[src/rtl/pwacc_pkg.sv]
`timescale 1ns/1ps
package pwacc_pkg;
  localparam int unsigned TIME_W_DEF  = 16;
  localparam int unsigned COUNT_W_DEF = 8;
  localparam int unsigned EXT_W_DEF   = 8;
  localparam int unsigned IVAL_W_DEF  = 8;
  localparam int unsigned SYNC_DEF    = 2;

  typedef enum logic {
    MEAS_PERIOD = 1'b0,
    MEAS_HIGH   = 1'b1
  } meas_e;
endpackage

[src/rtl/pwacc_sync_edge.sv]
`timescale 1ns/1ps
module pwacc_sync_edge #(
  parameter int unsigned STAGES = 2
) (
  input  logic clk,
  input  logic rst_n,
  input  logic din,
  output logic rise,
  output logic fall
);
  // STAGES synchronizer flops plus one history flop for edge detection
  localparam int unsigned DEPTH = STAGES + 1;
  logic [DEPTH-1:0] chain_q;

  always_ff @(posedge clk or negedge rst_n) begin
    if (!rst_n) chain_q <= '0;
    else        chain_q <= {chain_q[DEPTH-2:0], din};
  end

  assign rise =  chain_q[STAGES-1] & ~chain_q[STAGES];
  assign fall = ~chain_q[STAGES-1] &  chain_q[STAGES];
endmodule

[src/rtl/pwacc_sched.sv]
`timescale 1ns/1ps
module pwacc_sched
  import pwacc_pkg::*;
#(
  parameter int unsigned TIME_W = TIME_W_DEF,
  parameter int unsigned IVAL_W = IVAL_W_DEF
) (
  input  logic              clk,
  input  logic              rst_n,
  input  logic              init,
  input  meas_e             mode,
  input  logic              rise,
  input  logic              fall,
  input  logic [TIME_W-1:0] tbase,
  input  logic [IVAL_W-1:0] tmo_iv,
  output logic              fold,
  output logic              period_end,
  output logic [TIME_W-1:0] delta
);
  // elapsed ticks, modulo 2^TIME_W
  function automatic logic [TIME_W-1:0] elapsed(input logic [TIME_W-1:0] now,
                                                input logic [TIME_W-1:0] then_t);
    return now - then_t;
  endfunction

  // timeout spacing; a zero setting stands for 2^IVAL_W ticks
  function automatic logic [TIME_W-1:0] span(input logic [IVAL_W-1:0] iv);
    if (iv == '0) return TIME_W'(1) << IVAL_W;
    return TIME_W'(iv);
  endfunction

  logic [TIME_W-1:0] last_q, due_q;
  logic              phase_q;      // 1: waiting for a starting rising edge
  logic              start, edge_fold, tmo_hit;

  assign start     = rise & phase_q;
  assign edge_fold = ((mode == MEAS_HIGH) ? fall : rise) & ~phase_q;
  assign tmo_hit   = ~phase_q & ~edge_fold & (tbase == due_q);
  assign fold       = edge_fold | tmo_hit;
  assign period_end = edge_fold;
  assign delta      = elapsed(tbase, last_q);

  always_ff @(posedge clk or negedge rst_n) begin
    if (!rst_n) begin
      last_q  <= '0;
      due_q   <= '0;
      phase_q <= 1'b1;
    end else if (init) begin
      phase_q <= 1'b1;
    end else begin
      if (start | fold) begin
        last_q <= tbase;
        due_q  <= tbase + span(tmo_iv);
      end
      if (start) phase_q <= 1'b0;
      if (edge_fold && mode == MEAS_HIGH) phase_q <= 1'b1;
    end
  end

  assert_init_arms_R10: assert property (@(posedge clk) disable iff (!rst_n)
    init |=> phase_q);
  assert_start_from_rise_R2: assert property (@(posedge clk) disable iff (!rst_n)
    $fell(phase_q) |-> $past(rise));
  assert_fold_stamps_R4: assert property (@(posedge clk) disable iff (!rst_n)
    (fold && !init) |=> (last_q == $past(tbase)));
endmodule

[src/rtl/pwacc_sum.sv]
`timescale 1ns/1ps
module pwacc_sum
  import pwacc_pkg::*;
#(
  parameter int unsigned TIME_W  = TIME_W_DEF,
  parameter int unsigned COUNT_W = COUNT_W_DEF,
  parameter int unsigned EXT_W   = EXT_W_DEF
) (
  input  logic               clk,
  input  logic               rst_n,
  input  logic               init,
  input  logic               fold,
  input  logic               period_end,
  input  logic [TIME_W-1:0]  delta,
  input  logic [COUNT_W-1:0] max_count,
  input  logic               link_en,
  output logic [TIME_W-1:0]  result,
  output logic [EXT_W-1:0]   result_ext,
  output logic               done,
  output logic               link
);
  // sum with the carry out in the top bit
  function automatic logic [TIME_W:0] add_carry(input logic [TIME_W-1:0] a,
                                                input logic [TIME_W-1:0] b);
    return {1'b0, a} + {1'b0, b};
  endfunction

  logic [TIME_W-1:0]  acc_q, res_q;
  logic [EXT_W-1:0]   ext_q, rext_q, ext_nx;
  logic [COUNT_W-1:0] cnt_q, cnt_nx;
  logic               sticky_q, done_q, link_q;
  logic [TIME_W:0]    sum_w;
  logic               carry, complete, ovf_link;

  assign sum_w    = add_carry(acc_q, delta);
  assign carry    = fold & sum_w[TIME_W];
  assign ext_nx   = ext_q + EXT_W'(carry);
  assign cnt_nx   = cnt_q + COUNT_W'(1);
  assign complete = period_end & (cnt_nx == max_count);
  assign ovf_link = carry & ~sticky_q;

  always_ff @(posedge clk or negedge rst_n) begin
    if (!rst_n) begin
      acc_q <= '0; ext_q <= '0; cnt_q <= '0; sticky_q <= 1'b0;
      res_q <= '0; rext_q <= '0; done_q <= 1'b0; link_q <= 1'b0;
    end else begin
      done_q <= 1'b0;
      link_q <= 1'b0;
      if (init) begin
        acc_q <= '0; ext_q <= '0; cnt_q <= '0; sticky_q <= 1'b0;
      end else if (fold) begin
        if (complete) begin
          res_q    <= sum_w[TIME_W-1:0];
          rext_q   <= ext_nx;
          acc_q    <= '0;
          ext_q    <= '0;
          cnt_q    <= '0;
          sticky_q <= 1'b0;
          done_q   <= 1'b1;
          link_q   <= link_en;
        end else begin
          acc_q <= sum_w[TIME_W-1:0];
          ext_q <= ext_nx;
          if (period_end) cnt_q <= cnt_nx;
          if (carry) sticky_q <= 1'b1;
          link_q <= link_en & ovf_link;
        end
      end
    end
  end

  assign result     = res_q;
  assign result_ext = rext_q;
  assign done       = done_q;
  assign link       = link_q;

  assert_done_single_R6: assert property (@(posedge clk) disable iff (!rst_n)
    done |=> !done);
  assert_cleared_on_done_R6: assert property (@(posedge clk) disable iff (!rst_n)
    done |-> (cnt_q == '0 && acc_q == '0 && ext_q == '0 && !sticky_q));
  assert_result_hold_R7: assert property (@(posedge clk) disable iff (!rst_n)
    !done |-> ($stable(result) && $stable(result_ext)));
  assert_link_gated_R9: assert property (@(posedge clk) disable iff (!rst_n)
    link |-> $past(link_en));
  assert_sticky_quiet_R8: assert property (@(posedge clk) disable iff (!rst_n)
    (fold && sticky_q && !complete && !init) |=> !link);
endmodule

[src/rtl/pwacc.sv]
`timescale 1ns/1ps
module pwacc
  import pwacc_pkg::*;
#(
  parameter int unsigned TIME_W  = TIME_W_DEF,
  parameter int unsigned COUNT_W = COUNT_W_DEF,
  parameter int unsigned EXT_W   = EXT_W_DEF,
  parameter int unsigned IVAL_W  = IVAL_W_DEF,
  parameter int unsigned SYNC_N  = SYNC_DEF
) (
  input  logic               clk,
  input  logic               rst_n,
  input  logic               sig_in,
  input  logic [TIME_W-1:0]  tbase,
  input  logic               init,
  input  logic               hi_mode,
  input  logic               link_en,
  input  logic [COUNT_W-1:0] max_count,
  input  logic [IVAL_W-1:0]  tmo_iv,
  output logic [TIME_W-1:0]  result,
  output logic [EXT_W-1:0]   result_ext,
  output logic               done,
  output logic               link
);
  logic              rise_w, fall_w, fold_w, pend_w;
  logic [TIME_W-1:0] delta_w;
  meas_e             mode_w;

  assign mode_w = meas_e'(hi_mode);

  pwacc_sync_edge #(.STAGES(SYNC_N)) u_sync (
    .clk(clk), .rst_n(rst_n), .din(sig_in), .rise(rise_w), .fall(fall_w)
  );

  pwacc_sched #(.TIME_W(TIME_W), .IVAL_W(IVAL_W)) u_sched (
    .clk(clk), .rst_n(rst_n), .init(init), .mode(mode_w),
    .rise(rise_w), .fall(fall_w), .tbase(tbase), .tmo_iv(tmo_iv),
    .fold(fold_w), .period_end(pend_w), .delta(delta_w)
  );

  pwacc_sum #(.TIME_W(TIME_W), .COUNT_W(COUNT_W), .EXT_W(EXT_W)) u_sum (
    .clk(clk), .rst_n(rst_n), .init(init), .fold(fold_w),
    .period_end(pend_w), .delta(delta_w), .max_count(max_count),
    .link_en(link_en), .result(result), .result_ext(result_ext),
    .done(done), .link(link)
  );
endmodule

[config.mk]
export PLATFORM = sky130hd
export DESIGN_NAME = pwacc
export DESIGN_NICKNAME = d
export VERILOG_FILES = /design/src/rtl/pwacc_pkg.sv /design/src/rtl/pwacc_sync_edge.sv /design/src/rtl/pwacc_sched.sv /design/src/rtl/pwacc_sum.sv /design/src/rtl/pwacc.sv
export SDC_FILE = /design/constraint.sdc
export NUM_CORES = 1
export LEC_CHECK = 0
export CORE_UTILIZATION = 30
export DETAILED_ROUTE_END_ITERATION = 8
export MAX_ROUTING_LAYER = met4
export RECOVER_POWER = 25
export SYNTH_ARGS = -nofsm -noshare
export SYNTH_HDL_FRONTEND = slang
export SYNTH_SLANG_ARGS = --single-unit
[constraint.sdc]
create_clock -name clk -period 6.5 [get_ports clk]
set_input_delay 1.3 -clock clk [delete_from_list [all_inputs] [get_ports clk]]
set_output_delay 1.3 -clock clk [all_outputs]
set_load 0.02 [all_outputs]
# After elaboration in Yosys (flattened, before gate mapping)
# Cells that the tools add are included.
# word_totals
register_bits	95
latch_bits	0
mem_bits_rw	0
romBits	0
input_bits	38
output_inout_bits	26
n_memories	0
# op_classes
addsub	5
mul	0
n_div	0
order_cmp	0
n_eq_ne	2
n_shift	0
muxes	31
bitwise_logic	18
reduce_logical	10
# ops
operator	n
$mux W16	7
$mux W8	7
$add A16 B16 Y17	1
$mux W1	17
$add A16 B16 Y16	1
$eq A16 B16 Y1	1
$sub A16 B16 Y16	1
$and A1 B1 Y1	10
$reduce_bool A3 Y1	3
$add A8 B1 Y8	1
$add A8 B1 Y8 const B	1
$eq A8 B8 Y1	1
$logic_not A8 Y1	1
$not A1 Y1	6
$reduce_and A2 Y1	3
$reduce_and A3 Y1	1
$or A1 B1 Y1	2
$reduce_bool A2 Y1	1
$logic_and A1 B1 Y1	1

# Logic depth before layout (Yosys ltp)
# depth
ltp_word	15
ltp_mapped	24

# Cells and area by module
# From an unflattened synthesis, not the netlist that was laid out.
# hier_totals
cells_unflattened	669
hier_area_um2	6446.2
# modules_own_cells
mod	n_inst	cells_each	area_per_inst_um2	seq_area_each_um2
pwacc_sum	1	365	3507.1	1476.4
pwacc_sched	1	299	2849.0	827.0
pwacc_sync_edge	1	5	90.1	75.1

# Worst setup path before layout
# No wires, ideal clock.
# synth_timing
kind	input-to-reg
start	input port tbase[1]
end	register u_sum.rext_q[7] (netlist: u_sum.result_ext[7])
setup_ps	128
arrival_time_ps	5647
required_time_ps	6372
path_slack_ps	726
stages	22
path_buffers	1
path_cell_list	ha_1 -> nor2b_1 -> o31a_1 -> o31a_1 -> a2111oi_0 -> o21bai_1 -> xnor2_1 -> ha_1 -> clkbuf_1 -> o21a_1 -> o21a_1 -> o21ai_0 -> a31oi_1 -> o21ai_0 -> inv_1 -> ha_1 -> nand3_1 -> inv_1 -> nand3_1 -> or2_2 -> xnor2_1 -> mux2_1
# synth_between
elab_chain_cells	5
# synth_lines
item	line	rtl
start: declaration	pwacc.sv:14	input logic [TIME_W-1:0] tbase,
parallel branches: the longest is 5 deep, another holds $add A16 B16 Y17	--	
end signal: assignment	pwacc_sum.sv:54	rext_q <= ext_nx;
end: declaration	pwacc_sum.sv:29	logic [EXT_W-1:0] ext_q, rext_q, ext_nx;
# Several ways; the timed one is not identified.
# A chain may end at the register's enable or synchronous reset.

# Worst setup path after layout
# layout_timing
start	input port tbase[0]
end	register u_sum.ext_q[7]
# layout_between
elab_chain_cells	8
# layout_lines
item	line	rtl
parallel branches: the longest is 8 deep, another holds $add A16 B16 Y17	--	
end signal: assignment	pwacc_sum.sv:63	ext_q <= ext_nx;
end: declaration	pwacc_sum.sv:29	
# Several ways; the timed one is not identified. The select of a mux whose other input is x is not followed.

==> results.tsv <==
metric	value	unit
actual slew at the worst max-slew pin	2.74	ns
Cells after Synth	686	
FF-to-FF setup slack	1.66	ns
latest clock arrival within the worst-skew pair	0.35	ns
dpl cell area	7480	sq um
Synth top area share	0.359	
DR vias/cell	4.93	
final core utilization	0.367	
Max Cap Viol	1	
top cells by area, synth	dfrtp_1 (36%), ha_1 (8.4%), mux2_2 (5.3%), xnor2_1 (5.2%), o21ai_0 (3.4%)	
Final Critical Period	5.97	ns
n_diodes	0	
Slew HR	-0.829	
Mapped Avg Cell Area	9.55	sq um
Leakage	3.34	nW
number of synthesized flops with an enable pin	0	
TNS Setup	0	ns
worst hold path class	flop to flop	
Tcrit/Tclk final	0.919	
Initial Util	0.309	
crit end category	flop	
Final WS setup	0.528	ns
share of post-route cells with drive strength above 1	0.103	
Worst Skew	0.00840	ns
Final Instance Area	7780	sq um
Final Wtd Congestion	0.858	
Max Fclk	0.167	GHz
Setup crit start	tbase[0]	
Die Area	22400	sq um
Die Wd	150	um
async set or reset register ratio after synthesis	1.00	
Fin. Hold Viols	0	
initial antenna violation count	0	
status	finished, violations left	
drt total wl	14500	um
DIE HEIGHT	150	um
Placement Rows	53	
vias in the first global route	5044	
CTS Sinks	95	
# port buffers	63	
All-Layer GR Usage	0.144	
failing checks	capacitance limit, slew limit	
Seq/Total Area, Yosys	0.363	
Placeable Area	21200	sq um
TritonCTS clock tree	yes	
number of remaining DRC errors	0	
Worst EP required	6.78	ns
Synth warnings	0	
Avg WL per Cell	14.2	um
Final ANT Viol Nets	0	
Overall Power	2.34	mW
top_reg_cell synth	dfrtp_1	
Synth Register Bits	95	
PD cells	301	nW/um^2
Pins Over Slew Limit	49	
nets	829	
type of origin of the critical path	input pin	
first-pass GRT wire length	24700	um
clk buf depth	2	
critical path type	input pin to flop	
CTS resizes	0	
IO Pins	64	
Clock transition at path regs	0.07	ns
CTS Hold Buffers Added	0	
Hold Path Origin	u_sync.chain_q[0]	
VDD IR max	0.181	mV
GRT overflow	0	
Root Buffer	clkbuf_16	
H-tree Lvls	3	
via count	5047	
syn_nets	771	
crit path DAT	6.25	ns
1st-pass router iterations	4	
mapped cell area	6550	sq um
worst r2r src	u_sched.last_q[1]	
unrepaired setup endpoints after global routing	false	
Distinct cells, synth	65	
initial DRC count	190	
Area growth, synth to finish	18.8	%
placed wire-length estimate	11300	um
largest fanout on the critical path	8	
Synth area leader	dfrtp_1	
TritonCTS buffer count	9	
pre-CTS setup slack	0.170	ns
setup bufs post-CTS	0	
Setup violations, final	0	
largest net degree at the start of global routing	49	
## synth_stat cells, drive strengths merged, types with 15 or more instances
| cell | number |
|---|---|
| nand3 | 26 |
| ha | 44 |
| nand2 | 53 |
| a21oi | 36 |
| inv | 52 |
| dfrtp | 94 |
| xor2 | 21 |
| nor2 | 33 |
| mux2 | 48 |
| clkbuf | 15 |
| xnor2 | 39 |
| o21ai | 46 |
## flip-flops by register name, summed over array words and instances, names as in the netlist
signal and flops:
u_sum.acc_q 16, u_sum.ext_q 8, u_sched.last_q 16, u_sum.result 16, u_sum.sticky_q 1, u_sched.phase_q 1, u_sum.done 1, u_sync.chain_q 3
u_sum.result_ext 8, u_sum.cnt_q 8, u_sched.due_q 16, u_sum.link 1
## power by group
group | total [mW] | switching, mW | internal (mW)
clock network | 0.547 | 0.244 | 0.303
logic | 1.06 | 0.593 | 0.464
registers | 0.737 | 0.0588 | 0.679
## logic make-up after synthesis
family | share of synthesized area
buffers and inverters | 0.0466
multiplexers | 0.103
flip-flops | 0.363
AO/OA/AOI/OAI | 0.169
adder cells (fa/ha/maj) | 0.0932
XOR/XNOR | 0.0837
AND/OR/NAND/NOR | 0.142
## worst paths after layout
path,cells after the start,end
setup / recovery,23,u_sum.ext_q[7]
hold / removal,0,u_sync.chain_q[1]
setup reg to reg,22,u_sum.result_ext[6]
hold reg to reg,0,u_sync.chain_q[1]
max in group asynchronous,2,u_sched.last_q[3]
min in group asynchronous,1,u_sum.result[12]
## cell type report
class	instances	area [sq um]
fillers	2172	13400
multi-input cells	516	3880
flip-flops and latches	95	2380
repair buffers	70	674
well taps	275	344
clock buffers	9	225
inverters	52	195
clock inverters	6	82.6
## worst max-delay path: stages
cell             delay (ns)
clkdlybuf4s50_1        0.54
inv_1                  0.06
ha_1                   0.23
fa_1                   0.41
nor2b_1                0.17
o31a_1                 0.19
o221ai_1               0.20
a31oi_1                0.28
nor4_1                 0.08
a311o_1                0.35
ha_1                   0.40
nor2b_1                0.20
nor2_1                 0.06
a31oi_1                0.19
o21ai_0                0.14
inv_1                  0.11
ha_1                   0.17
nand3_1                0.15
inv_1                  0.08
nand3_1                0.13
or2_2                  0.35
or3_1                  0.31
a21oi_1                0.14
## cells in the final DEF (no fill, tap or decap), types with 4 or more instances in the layout
| cell type | synthesis | layout |
|---|---|---|
| a211oi_1 | 7 | 7 |
| a21o_1 | 7 | 7 |
| a21oi_1 | 36 | 36 |
| a22o_1 | 11 | 11 |
| a31oi_1 | 9 | 8 |
| and2_1 | 4 | 4 |
| and3_1 | 6 | 6 |
| buf_4 | 1 | 6 |
| clkbuf_16 | 0 | 9 |
| clkdlybuf4s50_1 | 0 | 60 |
| dfrtp_1 | 94 | 94 |
| ha_1 | 44 | 44 |
| inv_1 | 52 | 52 |
| mux2_1 | 8 | 8 |
| mux2_2 | 31 | 31 |
| mux2_4 | 9 | 9 |
| mux2i_1 | 10 | 10 |
| nand2_1 | 53 | 53 |
| nand3_1 | 25 | 25 |
| nand4_1 | 4 | 4 |
| nor2_1 | 31 | 31 |
| nor2b_1 | 10 | 10 |
| nor3_1 | 8 | 8 |
| nor4_1 | 5 | 5 |
| o2111ai_1 | 4 | 4 |
| o211ai_1 | 11 | 11 |
| o21a_1 | 9 | 9 |
| o21ai_0 | 45 | 45 |
| o31a_1 | 4 | 4 |
| o31ai_1 | 6 | 6 |
| or3_1 | 11 | 11 |
| or4_1 | 4 | 4 |
| xnor2_1 | 39 | 39 |
| xor2_1 | 21 | 21 |
## through the flow
step / hold WS [ns] / instances
4_1_cts: 0.350 / 1023
2_1_floorplan: 0.331 / 686
5_1_grt: 0.352 / 1023
3_5_place_dp: 0.336 / 1008
6_report: 0.347 / 1023
3_3_place_gp: 0.336 / 1008
## layer usage
layer / part of all wire / track usage / up-vias
met1: 0.51 / 0.191 / 2383
met4: 0.011 / 0.0434 / 0
li1: - / - / 2580
met3: 0.034 / 0.0253 / 9
met5: 0 / - / -
met2: 0.45 / 0.224 / 75
No activity file was read; power rests on OpenSTA's default activity.
